<file path="config.mk">
export PLATFORM = sky130hd
export DESIGN_NAME = imul2_top
export DESIGN_NICKNAME = d
export VERILOG_FILES = /design/src/rtl/imul2_pkg.sv /design/src/rtl/imul2_steer.sv /design/src/rtl/imul2_lane.sv /design/src/rtl/imul2_merge.sv /design/src/rtl/imul2_top.sv
export SDC_FILE = /design/constraint.sdc
export NUM_CORES = 1
export LEC_CHECK = 0
export BUFFER_PORTS_ARGS = -buffer_cell sky130_fd_sc_hd__buf_2
export CAP_MARGIN = 20
export CORE_MARGIN = 2
export CORE_UTILIZATION = 56
export DETAILED_ROUTE_END_ITERATION = 10
export PLACE_DENSITY = 0.73
export SYNTH_ARGS = -nofsm -noshare
export SYNTH_HDL_FRONTEND = slang
export SYNTH_SLANG_ARGS = --single-unit
</file>
<file path="constraint.sdc">
create_clock -name clk -period 18.9 [get_ports clk]
set_input_delay 1.89 -clock clk [delete_from_list [all_inputs] [get_ports clk]]
set_output_delay 1.89 -clock clk [all_outputs]
set_load 0.01 [all_outputs]
</file>
<file path="src/rtl/imul2_pkg.sv">
package imul2_pkg;

    localparam int unsigned DEF_A_W   = 16;
    localparam int unsigned DEF_B_W   = 16;
    localparam int unsigned NUM_LANES = 2;
    // cycles from operand presentation to registered product
    localparam int unsigned PIPE_LAT  = 3;
    // valid stages held in the steering block; the last stage lives in the output register
    localparam int unsigned VLD_STAGES = PIPE_LAT - 1;

    typedef enum logic {
        LANE_EVEN = 1'b0,
        LANE_ODD  = 1'b1
    } lane_e;

endpackage

</file>
<file path="src/rtl/imul2_steer.sv">
module imul2_steer
    import imul2_pkg::*;
(
    input  logic  clk,
    input  logic  rst,
    input  logic  in_valid,
    output lane_e sel,
    output logic  vld_tail
);

    logic [VLD_STAGES-1:0] vld_sr;

    // the select free-runs; idle cycles still advance it
    always_ff @(posedge clk) begin
        if (rst) begin
            sel    <= LANE_EVEN;
            vld_sr <= '0;
        end else begin
            sel    <= (sel == LANE_EVEN) ? LANE_ODD : LANE_EVEN;
            vld_sr <= {vld_sr[VLD_STAGES-2:0], in_valid};
        end
    end

    assign vld_tail = vld_sr[VLD_STAGES-1];

endmodule

</file>
<file path="src/rtl/imul2_lane.sv">
module imul2_lane
    import imul2_pkg::*;
#(
    parameter int unsigned A_W     = DEF_A_W,
    parameter int unsigned B_W     = DEF_B_W,
    parameter int unsigned LANE_ID = 0,
    localparam int unsigned P_W    = A_W + B_W
) (
    input  logic           clk,
    input  logic           rst,
    input  lane_e          sel,
    input  logic [A_W-1:0] in_a,
    input  logic [B_W-1:0] in_b,
    output logic [A_W-1:0] op_a,
    output logic [B_W-1:0] op_b,
    output logic [P_W-1:0] prod
);

    logic cap_en;
    assign cap_en = (sel == lane_e'(LANE_ID[0]));

    always_ff @(posedge clk) begin
        if (rst) begin
            op_a <= '0;
            op_b <= '0;
        end else if (cap_en) begin
            op_a <= in_a;
            op_b <= in_b;
        end
    end

    // two-cycle path: operands are held for two clocks before the product is taken
    always_comb begin
        prod = P_W'(op_a) * P_W'(op_b);
    end

endmodule

</file>
<file path="src/rtl/imul2_merge.sv">
module imul2_merge
    import imul2_pkg::*;
#(
    parameter int unsigned P_W = DEF_A_W + DEF_B_W
) (
    input  logic           clk,
    input  logic           rst,
    input  lane_e          sel,
    input  logic [P_W-1:0] lane_prod [NUM_LANES],
    input  logic           vld_tail,
    output logic [P_W-1:0] out_prod,
    output logic           out_valid
);

    // sel has flipped twice since the chosen lane captured, so it names that lane again
    always_ff @(posedge clk) begin
        if (rst) begin
            out_prod  <= '0;
            out_valid <= 1'b0;
        end else begin
            out_prod  <= lane_prod[int'(sel)];
            out_valid <= vld_tail;
        end
    end

endmodule

</file>
<file path="src/rtl/imul2_top.sv">
module imul2_top
    import imul2_pkg::*;
#(
    parameter int unsigned A_W  = DEF_A_W,
    parameter int unsigned B_W  = DEF_B_W,
    localparam int unsigned P_W = A_W + B_W
) (
    input  logic           clk,
    input  logic           rst,
    input  logic           in_valid,
    input  logic [A_W-1:0] in_a,
    input  logic [B_W-1:0] in_b,
    output logic           out_valid,
    output logic [P_W-1:0] out_prod
);

    lane_e          sel;
    logic           vld_tail;
    logic [A_W-1:0] lane_a    [NUM_LANES];
    logic [B_W-1:0] lane_b    [NUM_LANES];
    logic [P_W-1:0] lane_prod [NUM_LANES];

    imul2_steer u_steer (
        .clk      (clk),
        .rst      (rst),
        .in_valid (in_valid),
        .sel      (sel),
        .vld_tail (vld_tail)
    );

    for (genvar g = 0; g < NUM_LANES; g++) begin : g_lane
        imul2_lane #(
            .A_W     (A_W),
            .B_W     (B_W),
            .LANE_ID (g)
        ) u_lane (
            .clk  (clk),
            .rst  (rst),
            .sel  (sel),
            .in_a (in_a),
            .in_b (in_b),
            .op_a (lane_a[g]),
            .op_b (lane_b[g]),
            .prod (lane_prod[g])
        );
    end

    imul2_merge #(
        .P_W (P_W)
    ) u_merge (
        .clk       (clk),
        .rst       (rst),
        .sel       (sel),
        .lane_prod (lane_prod),
        .vld_tail  (vld_tail),
        .out_prod  (out_prod),
        .out_valid (out_valid)
    );

endmodule

</file>
==> flow_metrics.env, run 1 <==
export IMPL_ios=68
export IMPL_maxSlewViolCount=0
export IMPL_grt_pass1_vias=16700
export IMPL_crit_path_max_fanout=17
export IMPL_post_cts_resize_count=0
export IMPL_cp_slowest_cell="dfxtp_1"
export IMPL_drive_gt1_frac=0.0441
export IMPL_drt_iter0_markers=870
export IMPL_syn_to_final_growth_pct=4.61
export IMPL_die_h_um=194
export IMPL_firstDrtPassIters=5
export IMPL_overflow=0
export IMPL_clockBufferDepth=2
export IMPL_fin_crit_ns=6.92
export IMPL_worstPathRequired_ns=19.15
export IMPL_worst_pin_slew_ns=0.902
export IMPL_endpoint_kind="flop"
export IMPL_pwr_share_comb=0.434
export IMPL_synth_area_mm2=0.0201
export IMPL_syn_nets=2885
export IMPL_grt_start_max_net_pins=77
export IMPL_final_cell_area_mm2=0.0211
export IMPL_yosysWarningCount=0
export IMPL_p_per_area_mw_per_mm2=41.1
export IMPL_synth_main_ff_cell="dfxtp_1"
export IMPL_path_class="flop to flop"
export IMPL_status="complete, no violations"
export IMPL_crit_top_cell="fa_1"
export IMPL_cp_slowest_stage_delay_ns=0.92
export IMPL_htreeDepth=3
export IMPL_synth_cells=2254
export IMPL_place_area_mm2=0.0207
export IMPL_swShare=0.439
export IMPL_reg2reg_slack_ns=11.98
export IMPL_internal_power_mw=0.485
export IMPL_irDropWorstVdd_mv=0.0732
export IMPL_final_nets=2872
export IMPL_synth_most_common_cell="inv_1"
export IMPL_rr_endpoint="u_merge.out_prod[25]"
export IMPL_antenna_left=0
export IMPL_vias=15200
export IMPL_relSlewSlack=0.398
export IMPL_r2r_start="g_lane[0].u_lane.op_a[7]"
export IMPL_grt_usage=0.277
export IMPL_setup_violations_final=0
export IMPL_clk_pin_slew_ns=0.09
export IMPL_ys_async_sr_fraction=0
export IMPL_hpwlAfterDp_um=39100
export IMPL_finalCritPeriodShare=0.366
export IMPL_cts_buffers=9
export IMPL_total_leakage_power_nw=11.0
export IMPL_hold_viol=0
export IMPL_min_delay_start="u_steer.vld_sr[0]"
export IMPL_clock_sinks=100
export IMPL_fmax_mhz=144
export IMPL_skew_ns=0.0189
export IMPL_remaining_drc_errors=0
export IMPL_synth_area_leaders="fa_1 39%, ha_1 13%, dfxtp_1 9.9%, inv_1 8.5%, and2_1 7.3%"
export IMPL_p_clk_frac=0.233
export IMPL_synth_edff_count=0
export IMPL_critPathArrivalTime_ns=7.17
export IMPL_cts_tree="built"
export IMPL_rr_worst_depth=22
export IMPL_whs_ns=0.453
export IMPL_grt_pass1_wl_um=83100
export IMPL_row_count=69
export IMPL_synth_common_cells="454 x inv_1, 388 x fa_1, 318 x nand2_1"
export IMPL_rsz0062_at_grt="false"
export IMPL_cp_cell_sequence="nand2_1 > fa_1 > inv_1 > fa_1 > inv_1 > fa_1 > inv_1 > fa_1 > fa_1 > inv_1 > fa_1 > inv_1 > ha_1 > a21oi_1 > o21ai_0 > a221oi_1 > o21ai_1 > a31o_2 > a21oi_1 > o22ai_1 > o21a_1 > o41ai_1"
export IMPL_final_cells=2707
export IMPL_cp_endpoint="u_merge.out_prod[25]"
export IMPL_syn_area_per_cell_um2=8.93
export IMPL_cts_root_buffer="clkbuf_16"
export IMPL_initial_utilization=0.567
export IMPL_synth_area_leader_cell="fa_1"
export IMPL_die_w_um=194
export IMPL_vias_per_cell=5.60
export IMPL_power_mw=0.865
export IMPL_crit_start="g_lane[0].u_lane.op_a[7]"
export IMPL_port_buffers=67
export IMPL_insertion_delay_ns=0.38
export IMPL_routed_wl_um=49100
export IMPL_start_kind="flop"
export IMPL_seq_power_share=0.333
export IMPL_dp_cells=2690
export IMPL_postCtsHoldBufs=0
export IMPL_yosys_area_top_type_share=0.386
export IMPL_drv_cap=0
export IMPL_antenna_found_initial=0
export IMPL_gp_congestion=0.934
export IMPL_avgRoutedWirePerCell_um=18.1
export IMPL_fin_tns_setup_ns=0
export IMPL_die_area_mm2=0.0375
export IMPL_coreArea_mm2=0.0355
export IMPL_synth_distinct_cells=58
export IMPL_ys_seq_elements=100
export IMPL_hold_path_class="flop to flop"
export IMPL_antenna_cells_inserted=0
export IMPL_p_sw_mw=0.380
export IMPL_post_cts_buffers=0
export IMPL_yosysSeqAreaShare=0.0994
critical path, delay by kind of cell, from the launching register on:
family | cells | cell delay [ns]
adder cells (fa/ha/maj) | 7 | 3.42
AO/OA/AOI/OAI | 9 | 2.01
flip-flops | 1 | 0.92
buffers and inverters | 5 | 0.25
AND/OR/NAND/NOR | 1 | 0.18
state kept, by name (all words and copies together) (netlist names):
signal              cells
u_steer.sel             1
u_steer.vld_sr          2
u_merge.out_valid       1
u_merge.out_prod       32
g_lane.u_lane.op_a     32
g_lane.u_lane.op_b     32
cell families after synthesis:
group	share of synthesized area
and+or+nand+nor	0.171
adders and majority gates	0.515
buffers and inverters	0.103
AOI/OAI and AO/OA	0.0573
DFF	0.0994
muxes	0.0343
xor gates and xnor gates	0.0204
layout make-up:
cell class              instances  area, um^2
fillers                      3064       14400
flip-flops and latches        100        2010
inverters                     454        1700
well taps                     461         577
repair buffers                 72         395
clock buffers                   9         225
clock inverters                 7        91.3
multi-input cells            1604       16100
worst min path at each step:
stage                         to  depth (start not counted)
6_report       u_steer.vld_sr[1]                          1
5_1_grt        u_steer.vld_sr[1]                          1
4_1_cts        u_steer.vld_sr[1]                          1
3_5_place_dp   u_steer.vld_sr[1]                          1
3_3_place_gp   u_steer.vld_sr[1]                          1
2_1_floorplan  u_merge.out_valid                          1
power by group through the flow:
stage,logic [mW],registers (mW),clock network (mW)
after floorplan,0.290,0.253,0
after global placement,0.364,0.289,0
after detailed placement,0.374,0.291,0
after CTS,0.377,0.286,0.206
after global routing,0.426,0.292,0.212
final,0.376,0.288,0.201
placed cells by master, fill, tap and decap left out, types with 14 or more instances in the layout:
cell	instances
ha_1	208
o21ai_0	16
mux2i_1	69
nand2_1	318
fa_1	388
nand3_1	17
dfxtp_1	99
inv_1	454
a21o_1	20
buf_2	66
xnor2_1	33
a21oi_1	45
nor2_1	110
and2_1	235
a211oi_1	15
xor2_1	14
metrics by stage:
stage | setup slack (ns) | util
floorplan | 12.69 | -
global placement | 12.06 | 0.584
detailed placement | 12.12 | 0.584
CTS | 12.06 | 0.593
global route | 11.66 | 0.594
finish | 11.98 | 0.594
metal layers:
layer / global-route usage / part of all wire / up-vias
li1: - / - / 6809
met4: 0.0845 / 0.033 / 0
met3: 0.0324 / 0.057 / 100
met1: 0.355 / 0.40 / 7758
met5: 0 / 0 / -
met2: 0.492 / 0.51 / 485
(Power assumes the default switching activity.)
==> inputs of run 2 (changes only) <==
Clock period 18.9 ns to 7.1 ns, I/O delays scaled along.
==> flow_metrics.env, run 2 (synthesized netlist as in run 1, its figures left out) <==
export IMPL_status="complete, no violations"
export IMPL_crit_start="g_lane[1].u_lane.op_a[10]"
export IMPL_insertion_delay_ns=0.38
export IMPL_start_kind="flop"
export IMPL_maxSlewViolCount=0
export IMPL_critPathArrivalTime_ns=6.96
export IMPL_vias=15300
export IMPL_p_sw_mw=1.01
export IMPL_initial_utilization=0.567
export IMPL_final_nets=2909
export IMPL_avgRoutedWirePerCell_um=18.1
export IMPL_path_class="flop to flop"
export IMPL_die_h_um=194
export IMPL_port_buffers=67
export IMPL_hold_viol=0
export IMPL_crit_top_cell="fa_1"
export IMPL_r2r_start="g_lane[1].u_lane.op_a[10]"
export IMPL_clock_sinks=100
export IMPL_whs_ns=0.457
export IMPL_antenna_cells_inserted=0
export IMPL_cts_tree="built"
export IMPL_cp_slowest_cell="dfxtp_1"
export IMPL_grt_usage=0.281
export IMPL_hold_path_class="flop to flop"
export IMPL_min_delay_start="u_steer.vld_sr[1]"
export IMPL_gp_congestion=0.939
export IMPL_p_per_area_mw_per_mm2=108
export IMPL_remaining_drc_errors=0
export IMPL_cp_cell_sequence="nand2_1 > fa_1 > fa_1 > fa_1 > inv_1 > fa_1 > fa_1 > inv_1 > fa_1 > inv_1 > ha_1 > a21oi_1 > o21ai_1 > nor4_1 > a211oi_1 > nor2_1 > o211ai_1 > and3_1 > nor3_1 > a211oi_1"
export IMPL_seqCellArea_mm2=0.00201
export IMPL_seq_power_share=0.315
export IMPL_n_fill_cell=3101
export IMPL_rsz0062_at_grt="false"
export IMPL_fin_tns_setup_ns=0
export IMPL_cts_buffers=9
export IMPL_p_clk_frac=0.229
export IMPL_overflow=0
export IMPL_post_cts_buffers=0
export IMPL_firstDrtPassIters=6
export IMPL_endpoint_kind="flop"
export IMPL_relSlewSlack=0.385
export IMPL_vias_per_cell=5.57
export IMPL_layout_commonest_cell="inv_1"
export IMPL_grt_pass1_wl_um=83600
export IMPL_die_area_mm2=0.0375
export IMPL_finalCritPeriodShare=0.949
export IMPL_hpwlAfterDp_um=40900
export IMPL_internal_power_mw=1.30
export IMPL_htreeDepth=3
export IMPL_worst_pin_slew_ns=0.923
export IMPL_clockBufferDepth=2
export IMPL_clk_pin_slew_ns=0.09
export IMPL_pwr_share_comb=0.456
export IMPL_ios=68
export IMPL_setup_violations_final=0
export IMPL_routed_wl_um=49600
export IMPL_drt_iter0_markers=985
export IMPL_syn_to_final_growth_pct=5.84
export IMPL_irDropWorstVdd_mv=0.160
export IMPL_antenna_found_initial=0
export IMPL_top_regs="g_lane.u_lane.op_a x32, g_lane.u_lane.op_b x32, u_merge.out_prod x32"
export IMPL_worstPathRequired_ns=7.32
export IMPL_cp_slowest_stage_delay_ns=0.83
export IMPL_cts_root_buffer="clkbuf_16"
export IMPL_swShare=0.438
export IMPL_drv_cap=0
export IMPL_fmax_mhz=148
export IMPL_grt_pass1_vias=16600
export IMPL_crit_path_max_fanout=17
export IMPL_grt_start_max_net_pins=66
export IMPL_layout_common_cells="454 x inv_1, 388 x fa_1, 318 x nand2_1"
export IMPL_multiInputGateArea_mm2=0.0161
export IMPL_drive_gt1_frac=0.0604
export IMPL_coreArea_mm2=0.0355
export IMPL_skew_ns=0.0124
export IMPL_total_leakage_power_nw=11.2
export IMPL_antenna_left=0
export IMPL_die_w_um=194
export IMPL_row_count=69
export IMPL_fin_crit_ns=6.74
==> run 2: changes by cell type in the layout (fill, tap and decap cells not counted), sizes merged <==
cell,delta
buf,+37
inv,+1
clkinvlp,+1
clkinv,-2
==> run 2: repair_timing <==
item                                   4_1_cts  5_1_grt
endpoints found under the hold margin        0        0
hold buffers                                 0        0
setup endpoints to repair                    0        2
gates resized for setup                      0        2
==> run 2: worst paths after layout <==
kind | endpoint | depth (start not counted) | slack, ns
worst max-delay path | u_merge.out_prod[31] | 20 | 0.36
worst min-delay path | u_merge.out_valid | 1 | 0.46
worst max register to register | u_merge.out_prod[31] | 20 | 0.36
worst min register to register | u_merge.out_valid | 1 | 0.46
==> run 2: power groups by stage <==
stage | combinational (mW) | clock (mW) | sequential [mW]
after global placement | 1.03 | 0 | 0.731
final | 1.05 | 0.528 | 0.726
after floorplan | 0.772 | 0 | 0.673
after global routing | 1.20 | 0.557 | 0.735
after detailed placement | 1.05 | 0 | 0.735
after CTS | 1.06 | 0.536 | 0.722
==> run 2: layout make-up <==
cell class / count / area share
well taps: 461 / 0.0271
inverters: 454 / 0.0800
repair buffers: 109 / 0.0307
multi-input cells: 1604 / 0.754
flip-flops and latches: 100 / 0.0943
clock inverters: 7 / 0.00364
clock buffers: 9 / 0.0106
==> run 2: metal layers <==
metal	up-vias	wire length (um)	share of wire	global-route usage
met1	7757	20000	0.40	0.362
met4	0	2640	0.053	0.130
li1	6878	-	-	-
met3	119	3070	0.062	0.0385
met2	531	23900	0.48	0.471
met5	-	0	0	0
==> run 2: worst max-delay path, delay by kind of cell (launching register included) <==
| family | cells | cell delay (ns) |
|---|---|---|
| adders and majority gates | 7 | 3.38 |
| and+or+nand+nor | 5 | 1.44 |
| DFF | 1 | 0.83 |
| AOI/OAI and AO/OA | 5 | 0.78 |
| buffers and inverters | 3 | 0.13 |
==> run 2: per-stage QoR <==
step	utilization	cell area [um^2]	cells	setup slack, ns	power, mW
3_3_place_gp	0.592	21000	2728	0.412	1.76
3_5_place_dp	0.592	21000	2728	0.426	1.79
5_1_grt	0.600	21300	2744	0.0148	2.49
2_1_floorplan	-	20100	2254	0.893	1.45
4_1_cts	0.600	21300	2744	0.373	2.32
6_report	0.600	21300	2744	0.362	2.31
